<file path="src/rtl/gpio_func_ctrl.sv">
module gpio_func_ctrl #(
  parameter int NCH      = 4,
  parameter int FILT_LEN = 4
) (
  input  logic           clk,
  input  logic           rst_n,
  input  logic [15:0]    cfg,
  input  logic           pin_in,
  input  logic           nvm_busy,
  input  logic [NCH-1:0] ch_busy,
  input  logic [NCH-1:0] win_cmp,
  output logic           pin_out,
  output logic           pin_oe,
  output logic           sleep_req,
  output logic           chip_rst_req,
  output logic           fault_stb,
  output logic           protect_stb,
  output logic           clear_req,
  output logic           nvm_wr_ok,
  output logic           regs_locked,
  output logic [NCH-1:0] iout_off,
  output logic [NCH-1:0] vout_off,
  output logic [NCH-1:0] load_stb,
  output logic [NCH-1:0] wave_run,
  output logic [NCH-1:0] margin_hi
);

  localparam int CW = $clog2(FILT_LEN) + 1;

  localparam logic [3:0] F_SLEEP = 4'h0;
  localparam logic [3:0] F_FAULT = 4'h2;
  localparam logic [3:0] F_IOUT  = 4'h3;
  localparam logic [3:0] F_VOUT  = 4'h4;
  localparam logic [3:0] F_PROT  = 4'h5;
  localparam logic [3:0] F_CLR   = 4'h7;
  localparam logic [3:0] F_LOAD  = 4'h8;
  localparam logic [3:0] F_WAVE  = 4'h9;
  localparam logic [3:0] F_MARG  = 4'hA;
  localparam logic [3:0] F_RST   = 4'hB;
  localparam logic [3:0] F_NVM   = 4'hC;
  localparam logic [3:0] F_LOCK  = 4'hD;

  logic           in_en, gf_en, out_en;
  logic [3:0]     func, osel;
  logic [NCH-1:0] mask;

  assign in_en  = cfg[0];
  assign func   = cfg[4:1];
  assign mask   = cfg[5 +: NCH];
  assign osel   = cfg[12:9];
  assign out_en = cfg[13];
  assign gf_en  = cfg[15];

  // output path
  logic st_sel;

  always_comb begin
    st_sel = 1'b0;
    casez (osel)
      4'b0001: st_sel = nvm_busy;
      4'b01??: st_sel = ch_busy[osel[1:0]];
      4'b10??: st_sel = win_cmp[osel[1:0]];
      default: st_sel = 1'b0;
    endcase
  end

  assign pin_oe  = out_en;
  assign pin_out = out_en & st_sel;

  // input path: synchroniser, stability filter, edge detect
  logic [1:0]    sync_q;
  logic          filt_q, prev_q, lvl, rise, fall;
  logic [CW-1:0] cnt_q;

  always_ff @(posedge clk or negedge rst_n) begin
    if (!rst_n) sync_q <= 2'b11;
    else        sync_q <= {sync_q[0], pin_in};
  end

  always_ff @(posedge clk or negedge rst_n) begin
    if (!rst_n) begin
      filt_q <= 1'b1;
      cnt_q  <= '0;
    end else if (sync_q[1] == filt_q) begin
      cnt_q  <= '0;
    end else if (cnt_q == CW'(FILT_LEN - 1)) begin
      filt_q <= sync_q[1];
      cnt_q  <= '0;
    end else begin
      cnt_q  <= cnt_q + 1'b1;
    end
  end

  assign lvl = gf_en ? filt_q : sync_q[1];

  always_ff @(posedge clk or negedge rst_n) begin
    if (!rst_n) prev_q <= 1'b1;
    else        prev_q <= lvl;
  end

  assign rise = in_en &  lvl & ~prev_q;
  assign fall = in_en & ~lvl &  prev_q;

  // command outputs
  always_ff @(posedge clk or negedge rst_n) begin
    if (!rst_n) begin
      sleep_req    <= 1'b0;
      chip_rst_req <= 1'b0;
      fault_stb    <= 1'b0;
      protect_stb  <= 1'b0;
      clear_req    <= 1'b0;
      nvm_wr_ok    <= 1'b1;
      regs_locked  <= 1'b0;
      iout_off     <= '0;
      vout_off     <= '0;
      load_stb     <= '0;
      wave_run     <= '0;
      margin_hi    <= '0;
    end else begin
      fault_stb   <= fall && (func == F_FAULT);
      protect_stb <= fall && (func == F_PROT);
      clear_req   <= in_en && (func == F_CLR) && !lvl;

      if (func == F_SLEEP) begin
        if (fall)      sleep_req <= 1'b1;
        else if (rise) sleep_req <= 1'b0;
      end
      if (func == F_RST) begin
        if (fall)      chip_rst_req <= 1'b1;
        else if (rise) chip_rst_req <= 1'b0;
      end
      if (func == F_NVM) begin
        if (fall)      nvm_wr_ok <= 1'b1;
        else if (rise) nvm_wr_ok <= 1'b0;
      end
      if (func == F_LOCK) begin
        if (fall)      regs_locked <= 1'b0;
        else if (rise) regs_locked <= 1'b1;
      end

      for (int n = 0; n < NCH; n++) begin
        load_stb[n] <= fall && mask[n] && (func == F_LOAD);
        if (mask[n]) begin
          if (func == F_IOUT) begin
            if (fall)      iout_off[n] <= 1'b1;
            else if (rise) iout_off[n] <= 1'b0;
          end
          if (func == F_VOUT) begin
            if (fall)      vout_off[n] <= 1'b1;
            else if (rise) vout_off[n] <= 1'b0;
          end
          if (func == F_WAVE) begin
            if (rise)      wave_run[n] <= 1'b1;
            else if (fall) wave_run[n] <= 1'b0;
          end
          if (func == F_MARG) begin
            if (rise)      margin_hi[n] <= 1'b1;
            else if (fall) margin_hi[n] <= 1'b0;
          end
        end
      end
    end
  end


  fault_one_chk: assert property (@(posedge clk) disable iff (!rst_n)
    fault_stb |=> !fault_stb);


  filt_stable_chk: assert property (@(posedge clk) disable iff (!rst_n)
    !$stable(filt_q) |-> ($past(sync_q[1]) != $past(filt_q)) &&
                         ($past(sync_q[1], 2) == $past(sync_q[1])));


  load_mask_chk: assert property (@(posedge clk) disable iff (!rst_n)
    (load_stb & ~$past(mask)) == '0);


  lock_src_chk: assert property (@(posedge clk) disable iff (!rst_n)
    !$stable(regs_locked) |-> $past(in_en) && ($past(func) == F_LOCK));


  nvm_src_chk: assert property (@(posedge clk) disable iff (!rst_n)
    !$stable(nvm_wr_ok) |-> $past(in_en) && ($past(func) == F_NVM));


  pin_src_chk: assert property (@(posedge clk) disable iff (!rst_n)
    pin_out |-> pin_oe && (nvm_busy || (|ch_busy) || (|win_cmp)));

endmodule

</file>
<file path="config.mk">
export PLATFORM = sky130hd
export DESIGN_NAME = gpio_func_ctrl
export DESIGN_NICKNAME = d
export VERILOG_FILES = /design/src/rtl/gpio_func_ctrl.sv
export SDC_FILE = /design/constraint.sdc
export NUM_CORES = 1
export LEC_CHECK = 0
export BUFFER_PORTS_ARGS = -buffer_cell sky130_fd_sc_hd__clkbuf_2
export CAP_MARGIN = 20
export CELL_PAD_IN_SITES_DETAIL_PLACEMENT = 1
export CELL_PAD_IN_SITES_GLOBAL_PLACEMENT = 2
export CORE_ASPECT_RATIO = 0.5
export CORE_MARGIN = 4
export CORE_UTILIZATION = 34
export DETAILED_ROUTE_END_ITERATION = 6
export GPL_TIMING_DRIVEN = 0
export HOLD_SLACK_MARGIN = 0.08
export MAX_ROUTING_LAYER = met4
export PLACE_DENSITY = 0.85
export SETUP_SLACK_MARGIN = 0.5
export SLEW_MARGIN = 10
export SYNTH_ARGS = -nofsm -noshare
export SYNTH_HDL_FRONTEND = slang
export SYNTH_SLANG_ARGS = --single-unit
</file>
<file path="constraint.sdc">
create_clock -name clk -period 4.2 [get_ports clk]
set_input_delay 0.84 -clock clk [delete_from_list [all_inputs] [get_ports clk]]
set_output_delay 0.84 -clock clk [all_outputs]
set_load 0.02 [all_outputs]
</file>
==> results of run 1 <==
-- state kept, by name (all words and copies together) (netlist names) --
register	flops
load_stb	4
fault_stb	1
chip_rst_req	1
iout_off	4
sleep_req	1
protect_stb	1
sync_q	2
margin_hi	4
clear_req	1
wave_run	4
cnt_q	3
regs_locked	1
prev_q	1
nvm_wr_ok	1
vout_off	4
filt_q	1
-- metrics by stage --
stage	util	power, mW	setup WS [ns]	hold slack, ns	area (µm²)
after floorplan	-	0.6611	1.726	0.3452	1690
after global placement	0.4425	0.7752	1.568	0.3470	2033
after detailed placement	0.4425	0.7838	1.566	0.3628	2033
after CTS	0.4679	1.095	1.564	0.3671	2150
after global routing	0.4679	1.153	1.508	0.3681	2150
final	0.4679	1.086	1.570	0.3710	2150
-- report_power, final --
part	internal [mW]	switching (mW)
Combinational	0.127	0.195
Clock	0.193	0.116
Sequential	0.407	0.0471
-- cell families (layout without fill, tap and decap cells) --
group                    after synthesis  after routing  synth area share
AO/OA/AOI/OAI                         26             26            0.1310
AND/OR/NAND/NOR                       55             55            0.2398
flip-flops                            34             34            0.5070
adder cells (fa/ha/maj)                4              4           0.02961
multiplexers                           5              5           0.04663
XOR/XNOR                               1              1          0.005182
buffers and inverters                 13             73           0.04071
-- worst reg2reg max path: cells and delay by family (launching register included) --
family | cells | cell delay, ns
compound gates | 1 | 0.21
buf+inv | 1 | 0.43
mux | 1 | 0.27
flops | 1 | 0.39
simple gates | 1 | 0.19
-- final cells by class --
class,instances,area share
Clock inverter,1,0.01397
Multi-Input combinational cell,91,0.3556
Inverter,3,0.005239
Clock buffer,7,0.04016
Buffer,10,0.02678
Tap cell,66,0.03842
Sequential cell,34,0.3987
Timing Repair Buffer,52,0.1211
-- cells in the mapped netlist (all sizes together) (4+ instances only) --
cell	instances
buf	7
nand4	16
dfrtp	29
nor3b	6
dfstp	5
a32o	8
and2	4
nand2	4
a22o	8
ha	4
nand2b	4
-- final timing paths --
check	startpoint	to	cells after the start
worst max-delay path	cfg[9]	pin_out	5
worst min-delay path	sync_q[0]$_DFF_PN1_	sync_q[1]$_DFF_PN1_	0
worst max register to register	sync_q[1]$_DFF_PN1_	wave_run[3]$_DFFE_PN0P_	4
worst min register to register	sync_q[0]$_DFF_PN1_	sync_q[1]$_DFF_PN1_	0
max in group asynchronous	rst_n	load_stb[0]$_DFF_PN0_	1
min in group asynchronous	rst_n	margin_hi[1]$_DFFE_PN0P_	1
-- metal layers --
layer | routed length, µm | GRT usage | part of all wire
met5 | 0 | - | 0
met4 | 65 | 0.05396 | 0.015
met3 | 261 | 0.03560 | 0.061
met2 | 1912 | 0.2438 | 0.44
met1 | 2068 | 0.1975 | 0.48
==> flow_summary.toml, run 1 <==
[outcome]
status = "completed"

[synth]
syn_area_per_cell_um2 = 12.25
async_flop_share = 1.000
ys.flop_type = "dfrtp_1"
yosys.area.top_type = "dfrtp_1"
synth_cell_types = 43
netlist.area_leader.share = 0.4293
syn_nets = 170
synthCells = 138
synth.cell_area_um2 = 1690
synth-seq-cells = 34
synth_edf_count = 0
ys_seq_area_frac = 0.5070
synth.area.top_cells = "dfrtp_1 (43%), dfstp_2 (7.8%), nand4_1 (5.9%)"
yosys_warnings = 0

[cells_and_area]
finalNonFillerCells = 264
mostFrequentLayoutCells = "clkbuf_2 (52), dfrtp_1 (29), nand4_1 (16)"
multi_input_area_um2 = 764.5
fill_cells = 532
diodes = 0
ff_latch_area_um2 = 857.1
synthToLayoutAreaGrowth_pct = 27.16
drive_gt1_frac = 0.4293
final_common_cell = "clkbuf_2"
fin_nets = 229

[clocking]
cts_tree = "yes"
cts_buffers = 5
clk_path_buf_depth = 2
htreeDepth = 2
cts-root-buf = "clkbuf_8"
clock-sinks = 34
clk_latency_ns = 0.29
post-cts-setup-buffer-count = 0
ctsHoldBuffers = 0
cts.clk_slew.worst_paths_ns = 0.07
cts_resized = 0

[setup_path]
slowest_stage = "mux4_2"
rrSetupSlack_ns = 2.61
slowest_delay_ns = 0.51
crit_path_end_kind = "output port"
cp_top_family = "multiplexers"
cp_max_fo = 4
critPathKind = "in -> out"
cpMostUsedCell = "clkbuf_2"
path_buf_inv = 2
worst_setup_path_start_kind = "input pin"
critical_path.cell_chain = "clkbuf_2, mux4_2, nand2_1, a31oi_1, clkbuf_2"
crit_required_ns = 3.36
worstPathArrival_ns = 1.79

[timing]
post-route-period-util = 0.6262
drv_slew = 0
relSlewSlack = 0.4461
rsz0062_at_grt = "false"
hold_viol = 0
max_freq_mhz = 380.2
fin_crit_ns = 2.630
setup_tns_ns = 0
setup_viol = 0
max_slew.worst_pin.slew_ns = 0.8309
finalClockSkew_ns = 0.004786

[pwr]
ir_worst_vdd_v = 0.0001654
power_leakage_nw = 1.001
power_density_nw_per_um2 = 505.0

[detailed_routing]
drc = 0
wire_per_inst_um = 16.32
vias = 1388
drtIter0Drc = 54
first_pass_iters = 4
via_per_inst = 5.258
ant_nets = 0
detail_route.wirelength_mm = 4.308

[die]
coreArea_um2 = 4594
io_pins = 57
design.die.area_um2 = 6232
initial_core_util = 0.3679
rows = 17
die_y_um = 57.86
die_x_um = 107.7

[global_routing]
grt_pass1_wl_mm = 7.320
grt_max_degree = 35
overflow = 0
antenna_found_initial = 0
grt_pass1_vias = 1491
grtUsageTotal = 0.1547

[placed_design]
place.gp.congestion = 0.7282
dpl.cell_count = 256
io_buffers = 52
place_hpwl_mm = 3.277

[flow_run]
max_cap_violations = 0

[min_path]
hp-class = "reg -> reg"
Power figures use the tool's default switching activity.
==> run 2, diff against run 1 <==
Settings changed: CORE_UTILIZATION 34 to 28, PLACE_DENSITY 0.85 to 0.75.
Clock period 4.2 ns to 2.3 ns, I/O delays scaled along.
==> flow_summary.toml, run 2 (same netlist as run 1, synthesis figures left out) <==
[die]
initial_core_util = 0.2988
rows = 19
design.die.area_um2 = 7419
coreArea_um2 = 5658
io_pins = 57
die_x_um = 117.9
die_y_um = 62.94

[pwr]
seqPwrFrac = 0.362
ir_worst_vdd_v = 0.0002969
power_leakage_nw = 1.046
power_mw = 2.294
p_comb_frac = 0.260
power_density_nw_per_um2 = 1005
swShare = 0.3006
clock_power_share = 0.377
power_switching_mw = 0.6896
power.internal_mw = 1.605

[flow_run]
max_cap_violations = 0

[global_routing]
grtUsageTotal = 0.1380
grt_max_degree = 35
antenna_found_initial = 0
grt_pass1_vias = 1523
overflow = 0
grt_pass1_wl_mm = 7.955

[setup_path]
rrSetupSlack_ns = 0.74
worst-r2r-cell-count = 4
worst_setup_path_start_kind = "input pin"
slowest_stage = "mux4_2"
crit_path_end_kind = "output port"
critPathKind = "in -> out"
slowest_delay_ns = 0.49
r2r-start = "sync_q[1]$_DFF_PN1_"
crit_required_ns = 1.84
cp_max_fo = 4
regToRegEndpoint = "wave_run[1]$_DFFE_PN0P_"
worstPathArrival_ns = 1.35
critical_path.cell_chain = "buf_8, mux4_2, nand2_1, a31oi_1, buf_4"

[clocking]
cts_tree = "yes"
cts_buffers = 5
clk_latency_ns = 0.28
ctsHoldBuffers = 0
cts.clk_slew.worst_paths_ns = 0.05
htreeDepth = 2
clk_path_buf_depth = 2
clock-sinks = 34
cts-root-buf = "clkbuf_16"

[timing]
hold_viol = 0
setup_viol = 0
setup_tns_ns = 0
finalClockSkew_ns = 0.003639
relSlewSlack = 0.4400
fin_crit_ns = 1.807
drv_slew = 0
max_freq_mhz = 553.3
max_slew.worst_pin.slew_ns = 0.8400
rsz0062_at_grt = "true"
post-route-period-util = 0.7859

[detailed_routing]
vias = 1408
via_per_inst = 5.176
drtIter0Drc = 41
ant_nets = 0
drc = 0
wire_per_inst_um = 17.03
first_pass_iters = 4
detail_route.wirelength_mm = 4.631

[min_path]
min_path_cells = 1
hp-class = "in -> reg"
holdPathEnd = "sync_q[0]$_DFF_PN1_"
holdCritStartpoint = "pin_in"

[cells_and_area]
drive_gt1_frac = 0.4573
diodes = 0
mostFrequentLayoutCells = "clkbuf_2 (48), dfrtp_1 (29), nand4_1 (16)"
synthToLayoutAreaGrowth_pct = 35.01
fin_nets = 230
final_common_cell = "clkbuf_2"

[placed_design]
io_buffers = 52
place_hpwl_mm = 3.469
place.gp.congestion = 0.7169

[outcome]
status = "completed"
run 2: cell count changes in the layout (fill, tap and decap cells not counted), moves of 2 or more:
| cell | change |
|---|---|
| clkbuf_8 | -6 |
| inv_2 | +2 |
| clkbuf_16 | +5 |
| clkbuf_2 | -4 |
| buf_6 | +2 |
| inv_1 | -2 |
| buf_4 | +2 |
run 2: worst max-delay path, delay by kind of cell:
kind / cells / cell delay, ns
multiplexers: 1 / 0.49
buffers and inverters: 2 / 0.24
AND/OR/NAND/NOR: 1 / 0.09
AO/OA/AOI/OAI: 1 / 0.07
run 2: layout make-up:
class                           instances  area [µm²]
Tap cell                               73       91.34
Multi-Input combinational cell         91       778.2
Clock inverter                          3       68.82
Timing Repair Buffer                   53       292.8
Sequential cell                        34       857.1
Fill cell                             627        3376
Clock buffer                            5       125.1
Inverter                                3       11.26
Buffer                                 10       57.56
run 2: layer usage:
layer,share of wire,track usage
met1,0.46,0.1675
met2,0.49,0.2287
met3,0.044,0.03888
met4,0.0078,0.03504
met5,0,-
run 2: timing repair:
item,in CTS,in global routing
buffers inserted,1,0
endpoints found under the setup margin,1,1
gates resized for setup,5,8
pin swaps,5,4
run 2: how the worst max path moves through the flow:
stage / startpoint / depth (start not counted) / slack (ns) / to
global route: cfg[9] / 5 / 0.45 / pin_out
detailed placement: cfg[9] / 5 / 0.42 / pin_out
floorplan: cfg[11] / 5 / 0.59 / pin_out
finish: cfg[9] / 5 / 0.49 / pin_out
global placement: cfg[9] / 5 / 0.42 / pin_out
CTS: cfg[9] / 5 / 0.44 / pin_out
run 2: power by group through the flow:
stage / Clock, mW / Combinational (mW) / Sequential, mW
after floorplan: 0 / 0.260 / 0.947
after global placement: 0 / 0.579 / 0.835
after detailed placement: 0 / 0.596 / 0.843
after CTS: 0.885 / 0.602 / 0.833
after global routing: 0.927 / 0.655 / 0.850
final: 0.866 / 0.598 / 0.831
run 2: through the flow:
stage | hold slack, ns | std cells | worst slack [ns] | cell area [µm²] | util
floorplan | 0.1644 | 138 | 0.5860 | 1690 | -
global placement | 0.3467 | 263 | 0.4224 | 2042 | 0.3609
detailed placement | 0.3470 | 263 | 0.4212 | 2042 | 0.3609
CTS | 0.2538 | 272 | 0.4372 | 2257 | 0.3989
global route | 0.2510 | 272 | 0.4532 | 2282 | 0.4034
finish | 0.2616 | 272 | 0.4925 | 2282 | 0.4034
